### src/rtl/prc_pkg.sv
// Shared encodings for the partial reconfiguration loader front end.
package prc_pkg;

    // Status field codes: software decodes these values, so they are fixed.
    typedef enum logic [2:0] {
        ST_IDLE    = 3'd0,
        ST_PRERR   = 3'd1,
        ST_SUMERR  = 3'd2,
        ST_BADHDR  = 3'd3,
        ST_BUSY    = 3'd4,
        ST_DONE    = 3'd5
    } prc_status_e;

    // Position inside the incoming frame.
    typedef enum logic [1:0] {
        PH_OFF     = 2'd0,
        PH_HDR     = 2'd1,
        PH_PAYLOAD = 2'd2,
        PH_CHECK   = 2'd3
    } prc_phase_e;

    localparam int START_BIT   = 0;
    localparam int STATUS_LSB  = 2;
    localparam int STATUS_W    = 3;
    localparam int WORD_LSB    = 2;
    localparam int DATA_WORD   = 0;
    localparam int CSR_WORD    = 1;

endpackage

### src/rtl/prc_bus_decode.sv
// Address decode for the loader register bus.
// Assumes byte addresses and word-aligned registers; other words are
// accepted and ignored.
module prc_bus_decode #(
    parameter int ADDR_W = 4
) (
    input  logic              bus_valid,
    input  logic              bus_write,
    input  logic [ADDR_W-1:0] bus_addr,
    output logic              data_wr,
    output logic              csr_wr,
    output logic              csr_rd
);
    import prc_pkg::*;

    localparam int IDX_W = ADDR_W - WORD_LSB;

    logic [IDX_W-1:0] word_idx;
    logic             hit_data;
    logic             hit_csr;
    logic             unused_low;

    // Select the word index and compare it with each register slot.
    always_comb begin
        word_idx   = bus_addr[ADDR_W-1:WORD_LSB];
        unused_low = ^bus_addr[WORD_LSB-1:0];
        hit_data   = (word_idx == IDX_W'(DATA_WORD));
        hit_csr    = (word_idx == IDX_W'(CSR_WORD));
        data_wr    = bus_valid &&  bus_write && hit_data;
        csr_wr     = bus_valid &&  bus_write && hit_csr;
        csr_rd     = bus_valid && !bus_write && hit_csr;
    end

endmodule

### src/rtl/prc_frame_track.sv
// Frame tracker: walks header, payload and check word, keeps the
// remaining payload count and the running XOR, and flags outcomes.
// Assumes word_acc only pulses while a load is in progress and never
// together with arm.
module prc_frame_track
    import prc_pkg::*;
#(
    parameter int                     DATA_W = 32,
    parameter int                     CNT_W  = 16,
    parameter logic [DATA_W-CNT_W-1:0] SYNC  = 16'hA5C3
) (
    input  logic              clk,
    input  logic              rst_n,
    input  logic              arm,
    input  logic              word_acc,
    input  logic [DATA_W-1:0] wdata,
    output prc_phase_e        phase,
    output logic              hdr_bad,
    output logic              sum_ok,
    output logic              sum_bad
);

    localparam logic [CNT_W-1:0] CNT_ONE  = {{(CNT_W-1){1'b0}}, 1'b1};
    localparam logic [CNT_W-1:0] CNT_ZERO = '0;

    prc_phase_e        phase_q;
    logic [CNT_W-1:0]  left_q;
    logic [DATA_W-1:0] acc_q;
    logic [CNT_W-1:0]  hdr_cnt;
    logic              sync_match;

    // Split the incoming word into header fields.
    always_comb begin
        hdr_cnt    = wdata[CNT_W-1:0];
        sync_match = (wdata[DATA_W-1:CNT_W] == SYNC);
    end

    // Outcome flags for the word being accepted this cycle.
    always_comb begin
        hdr_bad = word_acc && (phase_q == PH_HDR)   && !sync_match;
        sum_ok  = word_acc && (phase_q == PH_CHECK) && (wdata == acc_q);
        sum_bad = word_acc && (phase_q == PH_CHECK) && (wdata != acc_q);
    end

    // Advance the frame position, count and checksum on each accepted word.
    always_ff @(posedge clk) begin
        if (!rst_n) begin
            phase_q <= PH_OFF;
            left_q  <= CNT_ZERO;
            acc_q   <= '0;
        end else if (arm) begin
            phase_q <= PH_HDR;
            left_q  <= CNT_ZERO;
            acc_q   <= '0;
        end else if (word_acc) begin
            case (phase_q)
                PH_HDR: begin
                    if (!sync_match) begin
                        phase_q <= PH_OFF;
                    end else begin
                        left_q  <= hdr_cnt;
                        phase_q <= (hdr_cnt == CNT_ZERO) ? PH_CHECK : PH_PAYLOAD;
                    end
                end
                PH_PAYLOAD: begin
                    acc_q  <= acc_q ^ wdata;
                    left_q <= left_q - CNT_ONE;
                    if (left_q == CNT_ONE) begin
                        phase_q <= PH_CHECK;
                    end
                end
                PH_CHECK: begin
                    phase_q <= PH_OFF;
                end
                default: begin
                    phase_q <= PH_OFF;
                end
            endcase
        end
    end

    assign phase = phase_q;

endmodule

### src/rtl/prc_status_reg.sv
// Status and start-bit register. Events are mutually exclusive because
// only one bus request completes per cycle.
module prc_status_reg
    import prc_pkg::*;
(
    input  logic        clk,
    input  logic        rst_n,
    input  logic        arm,
    input  logic        drop,
    input  logic        hdr_bad,
    input  logic        sum_bad,
    input  logic        sum_ok,
    input  logic        clear,
    output prc_status_e status,
    output logic        start
);

    prc_status_e status_q;
    logic        start_q;

    // Apply the single event of this cycle to status and start.
    always_ff @(posedge clk) begin
        if (!rst_n) begin
            status_q <= ST_IDLE;
            start_q  <= 1'b0;
        end else if (arm) begin
            status_q <= ST_BUSY;
            start_q  <= 1'b1;
        end else if (drop) begin
            status_q <= ST_PRERR;
            start_q  <= 1'b0;
        end else if (hdr_bad) begin
            status_q <= ST_BADHDR;
            start_q  <= 1'b0;
        end else if (sum_bad) begin
            status_q <= ST_SUMERR;
            start_q  <= 1'b0;
        end else if (sum_ok) begin
            status_q <= ST_DONE;
            start_q  <= 1'b0;
        end else if (clear) begin
            status_q <= ST_IDLE;
            start_q  <= 1'b0;
        end
    end

    assign status = status_q;
    assign start  = start_q;

endmodule

### src/rtl/prc_ctrl.sv
// Partial reconfiguration loader front end (top).
// Takes a header/payload/check frame through a data port and forwards the
// payload to a valid/ready sink. Reports progress in a status field.
// Assumes the bus holds a write stable until bus_ready is high.
module prc_ctrl
    import prc_pkg::*;
#(
    parameter int                     ADDR_W = 4,
    parameter int                     DATA_W = 32,
    parameter int                     CNT_W  = 16,
    parameter logic [DATA_W-CNT_W-1:0] SYNC  = 16'hA5C3
) (
    input  logic              clk,
    input  logic              rst_n,
    input  logic              bus_valid,
    input  logic              bus_write,
    input  logic [ADDR_W-1:0] bus_addr,
    input  logic [DATA_W-1:0] bus_wdata,
    output logic              bus_ready,
    output logic [DATA_W-1:0] bus_rdata,
    output logic              snk_valid,
    output logic [DATA_W-1:0] snk_data,
    input  logic              snk_ready
);

    localparam int PAD_W = DATA_W - STATUS_LSB - STATUS_W;

    logic        data_wr;
    logic        csr_wr;
    logic        csr_rd;
    logic        busy;
    logic        in_payload;
    logic        data_acc;
    logic        arm;
    logic        clear;
    logic        drop;
    logic        word_acc;
    logic        hdr_bad;
    logic        sum_ok;
    logic        sum_bad;
    prc_phase_e  phase_q;
    prc_status_e status_q;
    logic        start_q;
    logic [DATA_W-1:0] csr_word;

    prc_bus_decode #(.ADDR_W(ADDR_W)) u_dec (
        .bus_valid (bus_valid),
        .bus_write (bus_write),
        .bus_addr  (bus_addr),
        .data_wr   (data_wr),
        .csr_wr    (csr_wr),
        .csr_rd    (csr_rd)
    );

    // Handshake: only a payload write waits for the sink.
    always_comb begin
        busy       = (status_q == ST_BUSY);
        in_payload = busy && (phase_q == PH_PAYLOAD);
        bus_ready  = (data_wr && in_payload) ? snk_ready : 1'b1;
        snk_valid  = data_wr && in_payload;
        snk_data   = bus_wdata;
        data_acc   = data_wr && bus_ready;
        word_acc   = data_acc && busy;
        drop       = data_acc && !busy;
    end

    // Control-word writes: arm from idle, clear from any finished state.
    always_comb begin
        arm   = csr_wr &&  bus_wdata[START_BIT] && (status_q == ST_IDLE);
        clear = csr_wr && !bus_wdata[START_BIT] && !busy;
    end

    prc_frame_track #(.DATA_W(DATA_W), .CNT_W(CNT_W), .SYNC(SYNC)) u_frame (
        .clk      (clk),
        .rst_n    (rst_n),
        .arm      (arm),
        .word_acc (word_acc),
        .wdata    (bus_wdata),
        .phase    (phase_q),
        .hdr_bad  (hdr_bad),
        .sum_ok   (sum_ok),
        .sum_bad  (sum_bad)
    );

    prc_status_reg u_stat (
        .clk     (clk),
        .rst_n   (rst_n),
        .arm     (arm),
        .drop    (drop),
        .hdr_bad (hdr_bad),
        .sum_bad (sum_bad),
        .sum_ok  (sum_ok),
        .clear   (clear),
        .status  (status_q),
        .start   (start_q)
    );

    // Read path: the control word, or zero for any other address.
    always_comb begin
        csr_word  = {{PAD_W{1'b0}}, status_q, 1'b0, start_q};
        bus_rdata = csr_rd ? csr_word : '0;
    end

endmodule

### config.mk
export PLATFORM = sky130hd
export DESIGN_NAME = prc_ctrl
export DESIGN_NICKNAME = d
export VERILOG_FILES = /design/src/rtl/prc_pkg.sv /design/src/rtl/prc_bus_decode.sv /design/src/rtl/prc_frame_track.sv /design/src/rtl/prc_status_reg.sv /design/src/rtl/prc_ctrl.sv
export SDC_FILE = /design/constraint.sdc
export NUM_CORES = 1
export LEC_CHECK = 0
export BUFFER_PORTS_ARGS = -buffer_cell sky130_fd_sc_hd__buf_2
export CORE_ASPECT_RATIO = 0.8
export CORE_MARGIN = 4
export CORE_UTILIZATION = 35
export DETAILED_ROUTE_END_ITERATION = 16
export GPL_TIMING_DRIVEN = 0
export PLACE_DENSITY_LB_ADDON = 0.05
export SYNTH_ARGS = -nofsm -noshare
export SYNTH_HDL_FRONTEND = slang
export SYNTH_SLANG_ARGS = --single-unit
export TNS_END_PERCENT = 20
### constraint.sdc
create_clock -name clk -period 2.7 [get_ports clk]
set_input_delay 0.54 -clock clk [delete_from_list [all_inputs] [get_ports clk]]
set_output_delay 0.54 -clock clk [all_outputs]
set_load 0.05 [all_outputs]
==> results_dict.tcl <==
set metrics [dict create \
    yosysWarnings 0 \
    yosys.area.top_type "dfxtp_1" \
    crit_arrival_ps 1910 \
    cts_tree "done" \
    synth-adder-area-share_pct 1.67 \
    gr-total-overflow 0 \
    dr.pass1.iters 4 \
    place.detailed.hpwl_microns 8240 \
    nNetsFinal 606 \
    finClkSkew_ps 5.84 \
    io_buffers 75 \
    clkTransAtPathRegs_ps 70 \
    layout_min_cycle_time_ps 2450 \
    endpoint "snk_valid" \
    grt_usage_pct 17.3 \
    final_area_sq_mm 0.00456 \
    synth_area_sq_mm 0.00375 \
    htreeDepth 2 \
    rr_endpoint "u_frame.left_q[14]$_SDFFE_PP0P_" \
    yosysMostFrequentCell "xor2_1" \
    first_iter_violations 153 \
    period_share_pct 90.7 \
    tritoncts_num_sinks 54 \
    synth_xor_area_share_pct 15.0 \
    grt_pass1_wl_microns 16700 \
    hold_viol_final 0 \
    critPathLaunchType "register" \
    areaGrowthSynthToFinish_pct 21.8 \
    die_y_microns 101 \
    leakage_nw 2.07 \
    cp-end-kind "output port" \
    postSynthCellCount 451 \
    routed_wl_microns 10600 \
    maxCapViolCount 0 \
    drt-vias-per-instance 4.75 \
    ff2ff_path_depth 7 \
    antenna_cells 0 \
    cts_root_buf "clkbuf_16" \
    dpl_cell_area_sq_mm 0.00441 \
    max_freq_mhz 408 \
    irDropWorstVdd_v 0.000220 \
    path_class "register to output port" \
    pin_count 107 \
    ys.flop_type "dfxtp_1" \
    worst_pin_slew_ps 765 \
    ys_ff_latch 54 \
    numCtsBuffers 5 \
    yosys.area.top_type_share_pct 28.8 \
    antenna_found_initial 0 \
    drive_gt1_share_pct 30.3 \
    grt_start_max_net_pins 16 \
    synth.distinct_cells 57 \
    gp_congestion 0.821 \
    ys_async_sr_fraction_pct 0 \
    synth-compound-area-share_pct 12.9 \
    worst-path-max-fanout 10 \
    synthMuxAreaShare_pct 1.10 \
    routedWlPerCell_microns 15.1 \
    status "finished, final reports clean" \
    cts.path.max_buffers 2 \
    synth_common_cells "64 x xor2_1, 60 x buf_4, 54 x dfxtp_1" \
    die_x_microns 124 \
    synth-simple-area-share_pct 23.2 \
    timing.rr.start "u_frame.left_q[0]$_SDFFE_PP0P_" \
    rsz0062_at_grt "false" \
    max_slew_margin_pct 47.6 \
    rrSetupSlack_ps 370 \
    startpoint "u_frame.phase[1]$_SDFFE_PP0P_" \
    detail-route-antenna-nets 0 \
    worst_slack_ps 250 \
    setup_viol 0 \
    dp_slack_ps -87.1 \
    hold_class "register to register" \
    p_per_area_mw_per_mm2 410 \
    vias 3330 \
    synth_top_family_by_area "simple AND/OR/NAND/NOR gates" \
    cp_data_required_time_ps 2160 \
    grt_pass1_vias 3167 \
    drv_slew 0 \
    synth_edf_count 0 \
    postSynthAreaPerCell_sq_um 8.31 \
    clk_latency_ps 290 \
    drc_errors 0 \
    core-area_sq_mm 0.0104 \
    ys_top_cells_by_area "dfxtp_1 29%, xor2_1 15%, buf_4 12%" \
    start_util_pct 36.2 \
    fp-row-count 33 \
    dieArea_sq_mm 0.0124 \
    yosysSeqAreaShare_pct 28.8 \
]
-- flip-flops by register name (all words and copies together), names as in the netlist --
register and count:
u_frame.acc_q 32, u_frame.left_q 16, u_frame.phase 2, u_stat.start 1
u_stat.status 3
-- final cells by class --
type,instances,area (sq um)
sequential,54,1080
buffer,80,609
multi-input combinational,334,2140
inverter,10,37.5
timing repair buffer,75,375
clock inverter,1,5.00
clock buffer,7,143
tap,140,175
fill,1078,5800
-- cells in the final DEF (no fill, tap or decap), drive strengths merged, types with 3 or more instances in the layout --
master,synthesis,routed
a31oi,5,5
o311ai,8,8
o21ai,7,7
or3,3,3
dfxtp,54,54
nor3,12,12
o31ai,13,13
nor2b,4,4
nand4,5,5
nor4,14,14
clkbuf,7,14
nand3,6,6
nand2b,3,3
a22oi,3,3
inv,10,10
and2,6,6
conb,1,28
nand2,46,46
a32o,3,3
ha,5,5
nor2,49,49
a21oi,17,17
xor2,64,64
buf,73,148
mux2i,3,3
-- critical path, cell delays in order (launching register included) --
cell and delay [ps]:
dfxtp_1 390, ha_1 290, inv_1 140, buf_6 170, buf_6 150, nor3_4 180, buf_2 290
-- repair_timing --
action	CTS	global route
buffers inserted	0	0
resized for setup	0	1
endpoints found under the setup margin	0	22
hold buffers	0	0
endpoints found under the hold margin	0	0
-- per-stage QoR --
stage               std cells  total power, mW  TNS [ps]  hold slack [ps]  util [%]
CTS                       701             1.90         0              478      44.0
detailed placement        693             1.23     -2240              463      42.6
floorplan                 478             1.12         0              440         -
finish                    701             1.87         0              480      44.0
global placement          693             1.23     -2940              454      42.6
global route              701             1.95         0              513      44.0
-- worst min-delay path by stage --
stage | depth (start not counted) | slack (ps) | start | to
2_1_floorplan | 2 | 440 | u_frame.left_q[8]$_SDFFE_PP0P_ | u_frame.left_q[8]$_SDFFE_PP0P_
3_3_place_gp | 2 | 450 | u_frame.left_q[8]$_SDFFE_PP0P_ | u_frame.left_q[8]$_SDFFE_PP0P_
3_5_place_dp | 2 | 460 | u_frame.left_q[8]$_SDFFE_PP0P_ | u_frame.left_q[8]$_SDFFE_PP0P_
4_1_cts | 2 | 480 | u_frame.left_q[8]$_SDFFE_PP0P_ | u_frame.left_q[8]$_SDFFE_PP0P_
5_1_grt | 2 | 510 | u_frame.left_q[8]$_SDFFE_PP0P_ | u_frame.left_q[8]$_SDFFE_PP0P_
6_report | 2 | 480 | u_frame.left_q[8]$_SDFFE_PP0P_ | u_frame.left_q[8]$_SDFFE_PP0P_
-- logic make-up (layout without fill, tap and decap cells) --
group | after synthesis | count (layout)
XOR/XNOR | 64 | 64
adder cells (fa/ha/maj) | 5 | 5
multiplexers | 4 | 4
buffers and inverters | 90 | 173
other | 1 | 28
AO/OA/AOI/OAI | 68 | 68
AND/OR/NAND/NOR | 165 | 165
flip-flops | 54 | 54
-- routing by layer --
metal / GRT usage [%] / vias to the layer above / share of wire [%]
li1: - / 1697 / -
met1: 26.0 / 1531 / 50
met2: 25.1 / 89 / 42
met3: 3.31 / 13 / 6.4
met4: 4.43 / 0 / 1.5
met5: 0 / - / 0
-- power breakdown --
part	internal, mW	switching (mW)	total (mW)
sequential	0.797	0.00135	0.799
combinational	0.124	0.285	0.409
clock	0.369	0.295	0.664
total	1.29	0.581	1.87
Note: power is estimated with default switching activity, not from simulation.
